[config.mk]
export PLATFORM = sky130hd
export DESIGN_NAME = bus_xcvr
export DESIGN_NICKNAME = d
export VERILOG_FILES = /design/src/rtl/xcvr_pkg.sv /design/src/rtl/xfer_edge_det.sv /design/src/rtl/xcvr_lane.sv /design/src/rtl/bus_xcvr.sv
export SDC_FILE = /design/constraint.sdc
export NUM_CORES = 1
export LEC_CHECK = 0
export CORE_UTILIZATION = 41
export DETAILED_ROUTE_END_ITERATION = 12
export DONT_BUFFER_PORTS = 1
export HOLD_SLACK_MARGIN = 0.12
export SYNTH_ARGS = -nofsm -noshare
export SYNTH_HDL_FRONTEND = slang
export SYNTH_SLANG_ARGS = --single-unit
[constraint.sdc]
create_clock -name clk_i -period 2.25 [get_ports clk_i]
set_clock_uncertainty 0.05 [all_clocks]
set_input_delay 0.45 -clock clk_i [delete_from_list [all_inputs] [get_ports clk_i]]
set_output_delay 0.45 -clock clk_i [all_outputs]
set_load 0.005 [all_outputs]
[src/rtl/xcvr_pkg.sv]
package xcvr_pkg;
  localparam int unsigned DEF_WIDTH = 18;
  localparam int unsigned NUM_DIR   = 2;
  localparam int unsigned DIR_AB    = 0;
  localparam int unsigned DIR_BA    = 1;

  typedef struct packed {
    logic le;
    logic xclk;
    logic cken_n;
    logic oe_n;
  } lane_ctrl_t;
endpackage

[src/rtl/xfer_edge_det.sv]
module xfer_edge_det (
  input  logic clk_i,
  input  logic rst_ni,
  input  logic lvl_i,
  output logic rise_o
);
  logic smp_q, prev_q;

  always_ff @(posedge clk_i or negedge rst_ni) begin
    if (!rst_ni) begin
      smp_q  <= 1'b0;
      prev_q <= 1'b0;
    end else begin
      smp_q  <= lvl_i;
      prev_q <= smp_q;
    end
  end

  assign rise_o = smp_q & ~prev_q;

  AST_RISE_SINGLE: assert property (@(posedge clk_i) disable iff (!rst_ni)
    rise_o |=> !rise_o);
endmodule

[src/rtl/xcvr_lane.sv]
module xcvr_lane
  import xcvr_pkg::*;
#(
  parameter int unsigned WIDTH = DEF_WIDTH
) (
  input  logic             clk_i,
  input  logic             rst_ni,
  input  logic [WIDTH-1:0] din_i,
  input  lane_ctrl_t       ctrl_i,
  output logic [WIDTH-1:0] dout_o,
  output logic             drive_o
);
  logic [WIDTH-1:0] din_q, store_q;
  logic             le_q, cken_nq, oe_nq;
  logic             rise;

  // inputs sampled on the same edge as the transfer clock
  always_ff @(posedge clk_i or negedge rst_ni) begin
    if (!rst_ni) begin
      din_q   <= '0;
      le_q    <= 1'b0;
      cken_nq <= 1'b1;
      oe_nq   <= 1'b1;
    end else begin
      din_q   <= din_i;
      le_q    <= ctrl_i.le;
      cken_nq <= ctrl_i.cken_n;
      oe_nq   <= ctrl_i.oe_n;
    end
  end

  xfer_edge_det u_edge (
    .clk_i  (clk_i),
    .rst_ni (rst_ni),
    .lvl_i  (ctrl_i.xclk),
    .rise_o (rise)
  );

  always_ff @(posedge clk_i or negedge rst_ni) begin
    if (!rst_ni)                   store_q <= '0;
    else if (le_q)                 store_q <= din_q;
    else if (rise && !cken_nq)     store_q <= din_q;
  end

  always_comb begin
    drive_o = ~oe_nq;
    dout_o  = '0;
    if (drive_o) dout_o = le_q ? din_q : store_q;
  end

  AST_HOLD_NO_EDGE: assert property (@(posedge clk_i) disable iff (!rst_ni)
    (!le_q && !rise) |=> $stable(store_q));
  AST_CAPTURE_EDGE: assert property (@(posedge clk_i) disable iff (!rst_ni)
    (!le_q && rise && !cken_nq) |=> (store_q == $past(din_q)));
  AST_GATED_EDGE: assert property (@(posedge clk_i) disable iff (!rst_ni)
    (!le_q && rise && cken_nq) |=> $stable(store_q));
  AST_TRANSP_TRACK: assert property (@(posedge clk_i) disable iff (!rst_ni)
    le_q |=> (store_q == $past(din_q)));
  AST_OFF_QUIET: assert property (@(posedge clk_i) disable iff (!rst_ni)
    $rose(oe_nq) |-> (!drive_o && dout_o == '0));
endmodule

[src/rtl/bus_xcvr.sv]
module bus_xcvr
  import xcvr_pkg::*;
#(
  parameter int unsigned WIDTH = DEF_WIDTH
) (
  input  logic             clk_i,
  input  logic             rst_ni,
  input  logic [WIDTH-1:0] a_i,
  input  logic             ab_le_i,
  input  logic             ab_xclk_i,
  input  logic             ab_cken_ni,
  input  logic             ab_oe_ni,
  input  logic [WIDTH-1:0] b_i,
  input  logic             ba_le_i,
  input  logic             ba_xclk_i,
  input  logic             ba_cken_ni,
  input  logic             ba_oe_ni,
  output logic [WIDTH-1:0] b_o,
  output logic             b_drive_o,
  output logic [WIDTH-1:0] a_o,
  output logic             a_drive_o
);
  logic [WIDTH-1:0] lane_din  [NUM_DIR];
  logic [WIDTH-1:0] lane_dout [NUM_DIR];
  lane_ctrl_t       lane_ctrl [NUM_DIR];
  logic             lane_drv  [NUM_DIR];

  assign lane_din[DIR_AB]  = a_i;
  assign lane_ctrl[DIR_AB] = '{le: ab_le_i, xclk: ab_xclk_i, cken_n: ab_cken_ni, oe_n: ab_oe_ni};
  assign lane_din[DIR_BA]  = b_i;
  assign lane_ctrl[DIR_BA] = '{le: ba_le_i, xclk: ba_xclk_i, cken_n: ba_cken_ni, oe_n: ba_oe_ni};

  for (genvar g = 0; g < NUM_DIR; g++) begin : g_lane
    xcvr_lane #(.WIDTH(WIDTH)) u_lane (
      .clk_i   (clk_i),
      .rst_ni  (rst_ni),
      .din_i   (lane_din[g]),
      .ctrl_i  (lane_ctrl[g]),
      .dout_o  (lane_dout[g]),
      .drive_o (lane_drv[g])
    );
  end

  assign b_o       = lane_dout[DIR_AB];
  assign b_drive_o = lane_drv[DIR_AB];
  assign a_o       = lane_dout[DIR_BA];
  assign a_drive_o = lane_drv[DIR_BA];

  AST_RESET_IDLE: assert property (@(posedge clk_i) disable iff (!rst_ni)
    $rose(rst_ni) |-> (!b_drive_o && !a_drive_o));
endmodule

==> flow_summary.yaml, run 1 <==
route:
  top_layer_used: "met4"
  route.detailed.drc: 0
  wl_met2_um: 3710
  drt-wirelength-per-cell_um: 16.8
  final_antenna_net_count: 0
  wl_met3_um: 357
  wirelength_um: 7350
  vias_per_cell: 5.43
  wl_met1_um: 3160
  first_iter_violations: 58
  firstDrtPassIters: 4
  vias: 2377
clocking:
  cts_buffers: 9
  post_cts_buffers: 0
  cts_max_level: 3
  insertion_delay_ns: 0.35
  clk_pin_slew_ns: 0.09
  cts_tree: "done"
  ctsHoldBuffers: 44
  clockBufferDepth: 2
  root_buffer: "clkbuf_8"
  cts_sinks: 82
setup_path:
  critPathMaxStageDelay_ns: 0.62
  crit_chain: "nand2b_1 > a21oi_1"
  critPathRequiredTime_ns: 1.75
  critPathKind: "flip-flop to output port"
  start_kind: "flip-flop"
  cp.buffers_inverters: 0
  cp_data_arrival_time_ns: 1.48
  cp_max_fo: 36
  crit_family: "flip-flops"
  cp_slowest_cell: "dfrtp_2"
  cp-end-kind: "output port"
synth:
  synth.top_cells.by_area: "dfrtp_1 (57%), nand4bb_1 (12%), o211ai_1 (7.9%), nand2b_1 (6.6%), a21oi_1 (5.2%)"
  ys_seq_elements: 82
  avgSynthCellArea_um2: 11.9
  yosysWarnings: 0
  syn-cell-area_um2: 3440
  yosys.area.top_type: "dfrtp_1"
  synth-seq-area-share: 0.598
  ys_types: 13
  syn_nets: 336
  synthDominantCellAreaShare: 0.568
  synth_cells: 290
worst_hold_path:
  hp-class: "primary input to asynchronous set/reset pin"
global_route:
  grt_start_max_net_pins: 83
  grt_pass1_wl_um: 12200
  antenna_found_initial: 0
  grt_remaining_overflow: 0
  grt_use_total: 0.184
  grt_pass1_vias: 2438
layout:
  antenna_cells: 0
  design_area_um2: 4150
  instances_no_fill: 438
  drive_gt1_frac: 0.0871
  multiInputGateArea_um2: 1250
  fillCellCount: 719
  syn2layout_area_growth_pct: 20.7
  fin_nets: 374
  area.sequential_um2: 2060
power:
  p_sw_mw: 0.722
  p_per_area_nw_per_um2: 732
  p_sw_frac: 0.238
  clockPowerShare: 0.359
  p_int_mw: 2.32
  power.leakage_nw: 1.65
  p_comb_frac: 0.097
  ir_drop_v: 0.000553
  power_frac_seq: 0.544
floorplanning:
  core_um2: 8180
  rows: 33
  dieHeight_um: 93.6
  start_util: 0.421
  die_w_um: 93.6
  ioPinCount: 84
  die_area_um2: 8760
timing:
  layout_setup_ws_ns: 0.266
  fin_tns_setup_ns: 0
  hold_viol_final: 82
  setup_violations: 0
  period_share: 0.882
  whs_ns: -0.257
  drv_slew: 0
  tightestPinTransition_ns: 0.562
  slew_headroom: 0.625
  fin_crit_ns: 1.98
  rsz0062_at_grt: "no"
  max_freq_ghz: 0.504
outcome:
  outcome: "finished with violations"
  failed_checks: "hold timing"
placed_design:
  dp_cells: 378
  dp_hpwl_um: 4250
  gp_congestion: 0.747
  place_area_um2: 3500
  portBuffers: 0
  dp_worst_setup_slack_ns: 0.305
job:
  drv_cap: 0
## power by group through the flow
stage               logic (mW)  registers (mW)  clock network (mW)
floorplan                0.215            1.64                   0
global placement         0.230            1.68                   0
detailed placement       0.234            1.68                   0
CTS                      0.296            1.65                1.13
global route             0.328            1.67                1.18
finish                   0.294            1.65                1.09
## cell type report
type                       count  area share
tap                          105      0.0317
sequential                    82       0.496
inverter                       2     0.00181
clock inverter                 4      0.0121
multi-input combinational    182       0.302
timing repair buffer          51       0.119
clock buffer                  12      0.0374
## cells in the mapped netlist
cell / instances
nand2b_1: 36
clkbuf_1: 14
nor3b_4: 2
buf_2: 6
nand4bb_1: 36
dfrtp_1: 78
a21oi_1: 36
buf_6: 2
nand2_1: 36
o211ai_1: 36
inv_1: 2
buf_4: 2
dfstp_2: 4
## worst register-to-register path, stage by stage (launching register included)
cell,delay [ns]
dfstp_2,0.48
nor3b_4,0.40
buf_4,0.27
o211ai_1,0.12
## per-stage QoR
stage | utilization | total power [mW]
final | 0.507 | 3.04
after CTS | 0.507 | 3.08
after global placement | 0.428 | 1.91
after global routing | 0.507 | 3.17
after detailed placement | 0.428 | 1.92
after floorplan | - | 1.86
## placed cells by master, fill, tap and decap left out, drive strengths merged
cell,synthesis,final
nand4bb,36,36
buf,10,7
clkbuf,14,12
o211ai,36,36
clkinv,0,1
nand2b,36,36
nor3b,2,2
bufinv,0,1
a21oi,36,36
dlygate4sd3,0,44
dfstp,4,4
inv,2,2
clkinvlp,0,2
dfrtp,78,78
nand2,36,36
## sequential cells by signal, summed over array words and instances (netlist names)
| register | flops |
|---|---|
| g_lane.u_lane.u_edge.prev_q | 2 |
| g_lane.u_lane.le_q | 2 |
| g_lane.u_lane.u_edge.smp_q | 2 |
| g_lane.u_lane.cken_nq | 2 |
| g_lane.u_lane.store_q | 36 |
| g_lane.u_lane.oe_nq | 2 |
| g_lane.u_lane.din_q | 36 |
## timing repair
| action | CTS | global route |
|---|---|---|
| endpoints found under the setup margin | 12 | 0 |
| endpoints found under the hold margin | 126 | 82 |
| gates resized for setup | 1 | 0 |
## final timing paths
| kind | start | to | slack [ns] | cells past startpoint |
|---|---|---|---|---|
| max | g_lane[0].u_lane.le_q | b_o[17] | 0.27 | 2 |
| min | rst_ni | g_lane[0].u_lane.store_q[12] | -0.26 | 0 |
| max reg2reg | g_lane[1].u_lane.cken_nq | g_lane[1].u_lane.store_q[16] | 0.80 | 3 |
| min reg2reg | g_lane[0].u_lane.din_q[17] | g_lane[0].u_lane.store_q[17] | 0.47 | 2 |
| max in group asynchronous | rst_ni | g_lane[0].u_lane.oe_nq | 2.20 | 0 |
| min in group clk_i | g_lane[0].u_lane.din_q[17] | g_lane[0].u_lane.store_q[17] | 0.47 | 2 |
## cells by family after synthesis
| kind of cell | after synthesis | synth area share |
|---|---|---|
| and+or+nand+nor | 110 | 0.234 |
| AOI/OAI and AO/OA | 72 | 0.131 |
| buffers and inverters | 26 | 0.0371 |
| DFF | 82 | 0.598 |
## metal layers
layer,up-vias,GRT usage
met5,-,0
met2,70,0.319
met1,1173,0.216
li1,1124,-
met4,0,0.0667
met3,10,0.0537
Note: power is estimated with default switching activity, not from simulation.
==> run 2, diff against run 1 <==
--- a/config.mk
+++ b/config.mk
@@ -6,6 +6,7 @@
 export NUM_CORES = 1
 export LEC_CHECK = 0
 export CORE_UTILIZATION = 41
+export CTS_BUF_LIST = sky130_fd_sc_hd__clkbuf_8 sky130_fd_sc_hd__clkbuf_16
 export DETAILED_ROUTE_END_ITERATION = 12
 export DONT_BUFFER_PORTS = 1
 export HOLD_SLACK_MARGIN = 0.12
==> flow_summary.yaml, run 2 (synthesis gave the netlist of run 1 again) <==
clocking:
  cts_max_level: 3
  cts_buffers: 9
  clockBufferDepth: 2
  cts_tree: "done"
  insertion_delay_ns: 0.36
  cts_sinks: 82
  post_cts_buffers: 0
  root_buffer: "clkbuf_8"
  clk_pin_slew_ns: 0.09
  ctsHoldBuffers: 44
layout:
  fin_nets: 374
  design_area_um2: 4150
  instances_no_fill: 438
  syn2layout_area_growth_pct: 20.7
  antenna_cells: 0
  mostFrequentLayoutCells: "dfrtp_1 (77), dlygate4sd3_1 (44)"
  mostFrequentLayoutCell: "dfrtp_1"
  fillCellCount: 719
  drive_gt1_frac: 0.0871
  top_regs: "g_lane.u_lane.din_q: 36 flops, g_lane.u_lane.store_q: 36 flops"
timing:
  period_share: 0.882
  slew_headroom: 0.625
  setup_violations: 0
  hold_viol_final: 82
  max_freq_ghz: 0.504
  drv_slew: 0
  fin_tns_setup_ns: 0
  fin_crit_ns: 1.98
  whs_ns: -0.258
  tightestPinTransition_ns: 0.563
  rsz0062_at_grt: "no"
floorplanning:
  die_area_um2: 8760
  rows: 33
  ioPinCount: 84
  start_util: 0.421
  die_w_um: 93.6
  core_um2: 8180
  dieHeight_um: 93.6
global_route:
  antenna_found_initial: 0
  grt_pass1_wl_um: 12200
  grt_start_max_net_pins: 83
  grt_use_total: 0.184
  grt_pass1_vias: 2438
  grt_remaining_overflow: 0
power:
  ir_drop_v: 0.000553
  clockPowerShare: 0.358
  p_comb_frac: 0.097
  power_frac_seq: 0.545
  p_int_mw: 2.31
  p_sw_frac: 0.238
  p_per_area_nw_per_um2: 731
  power.leakage_nw: 1.65
  p_sw_mw: 0.723
  power_mw: 3.03
route:
  first_iter_violations: 58
  drt-wirelength-per-cell_um: 16.8
  route.detailed.drc: 0
  firstDrtPassIters: 4
  final_antenna_net_count: 0
  vias: 2377
  vias_per_cell: 5.43
  wirelength_um: 7360
placed_design:
  gp_congestion: 0.747
  place_area_um2: 3500
  dp_cells: 378
  dp_hpwl_um: 4250
  portBuffers: 0
job:
  drv_cap: 0
setup_path:
  critPathKind: "flip-flop to output port"
  critPathRequiredTime_ns: 1.75
  cp_max_fo: 36
  start_kind: "flip-flop"
  cp_data_arrival_time_ns: 1.48
  cp-end-kind: "output port"
worst_hold_path:
  hp-class: "primary input to asynchronous set/reset pin"
outcome:
  failed_checks: "hold timing"
  outcome: "finished with violations"
[run 2: power by group through the flow]
stage	combinational (mW)	clock, mW	sequential (mW)
CTS	0.296	1.12	1.65
floorplan	0.215	0	1.64
detailed placement	0.234	0	1.68
finish	0.294	1.09	1.65
global placement	0.230	0	1.68
global route	0.328	1.17	1.67
[run 2: worst max-delay path, stage by stage, from the launching register on]
cell and delay [ns]:
dfrtp_2 0.62, nand2b_1 0.26, a21oi_1 0.25
[run 2: worst paths after layout]
check	start	endpoint	slack (ns)	cells after the start
min in group clk_i	g_lane[0].u_lane.din_q[17]	g_lane[0].u_lane.store_q[17]	0.47	2
max in group asynchronous	rst_ni	g_lane[0].u_lane.oe_nq	2.20	0
worst min register to register	g_lane[0].u_lane.din_q[17]	g_lane[0].u_lane.store_q[17]	0.47	2
worst max register to register	g_lane[1].u_lane.cken_nq	g_lane[1].u_lane.store_q[16]	0.80	3
worst min-delay path	rst_ni	g_lane[0].u_lane.store_q[12]	-0.26	0
worst max-delay path	g_lane[0].u_lane.le_q	b_o[17]	0.27	2
[run 2: layout make-up]
cell class | instances | area, um^2 | share of cell area
multi-input combinational | 182 | 1250 | 0.302
tap | 105 | 131 | 0.0317
sequential | 82 | 2060 | 0.496
clock buffer | 11 | 151 | 0.0365
timing repair buffer | 51 | 493 | 0.119
clock inverter | 5 | 53.8 | 0.0130
inverter | 2 | 7.51 | 0.00181
[run 2: timing repair]
| item | 4_1_cts | 5_1_grt |
|---|---|---|
| setup endpoints to repair | 12 | 0 |
| resized for setup | 1 | 0 |
| hold endpoints to repair | 126 | 82 |
[run 2: per-stage QoR]
stage           util  worst slack (ns)
6_report       0.507             0.266
5_1_grt        0.507             0.110
4_1_cts        0.507             0.256
3_5_place_dp   0.428             0.305
3_3_place_gp   0.428             0.348
2_1_floorplan      -             0.623
[run 2: routing by layer]
metal | track usage | vias up | routed length [um]
met5 | 0 | - | 0
met4 | 0.0667 | 0 | 119
li1 | - | 1125 | -
met2 | 0.319 | 66 | 3710
met3 | 0.0537 | 10 | 344
met1 | 0.216 | 1176 | 3180
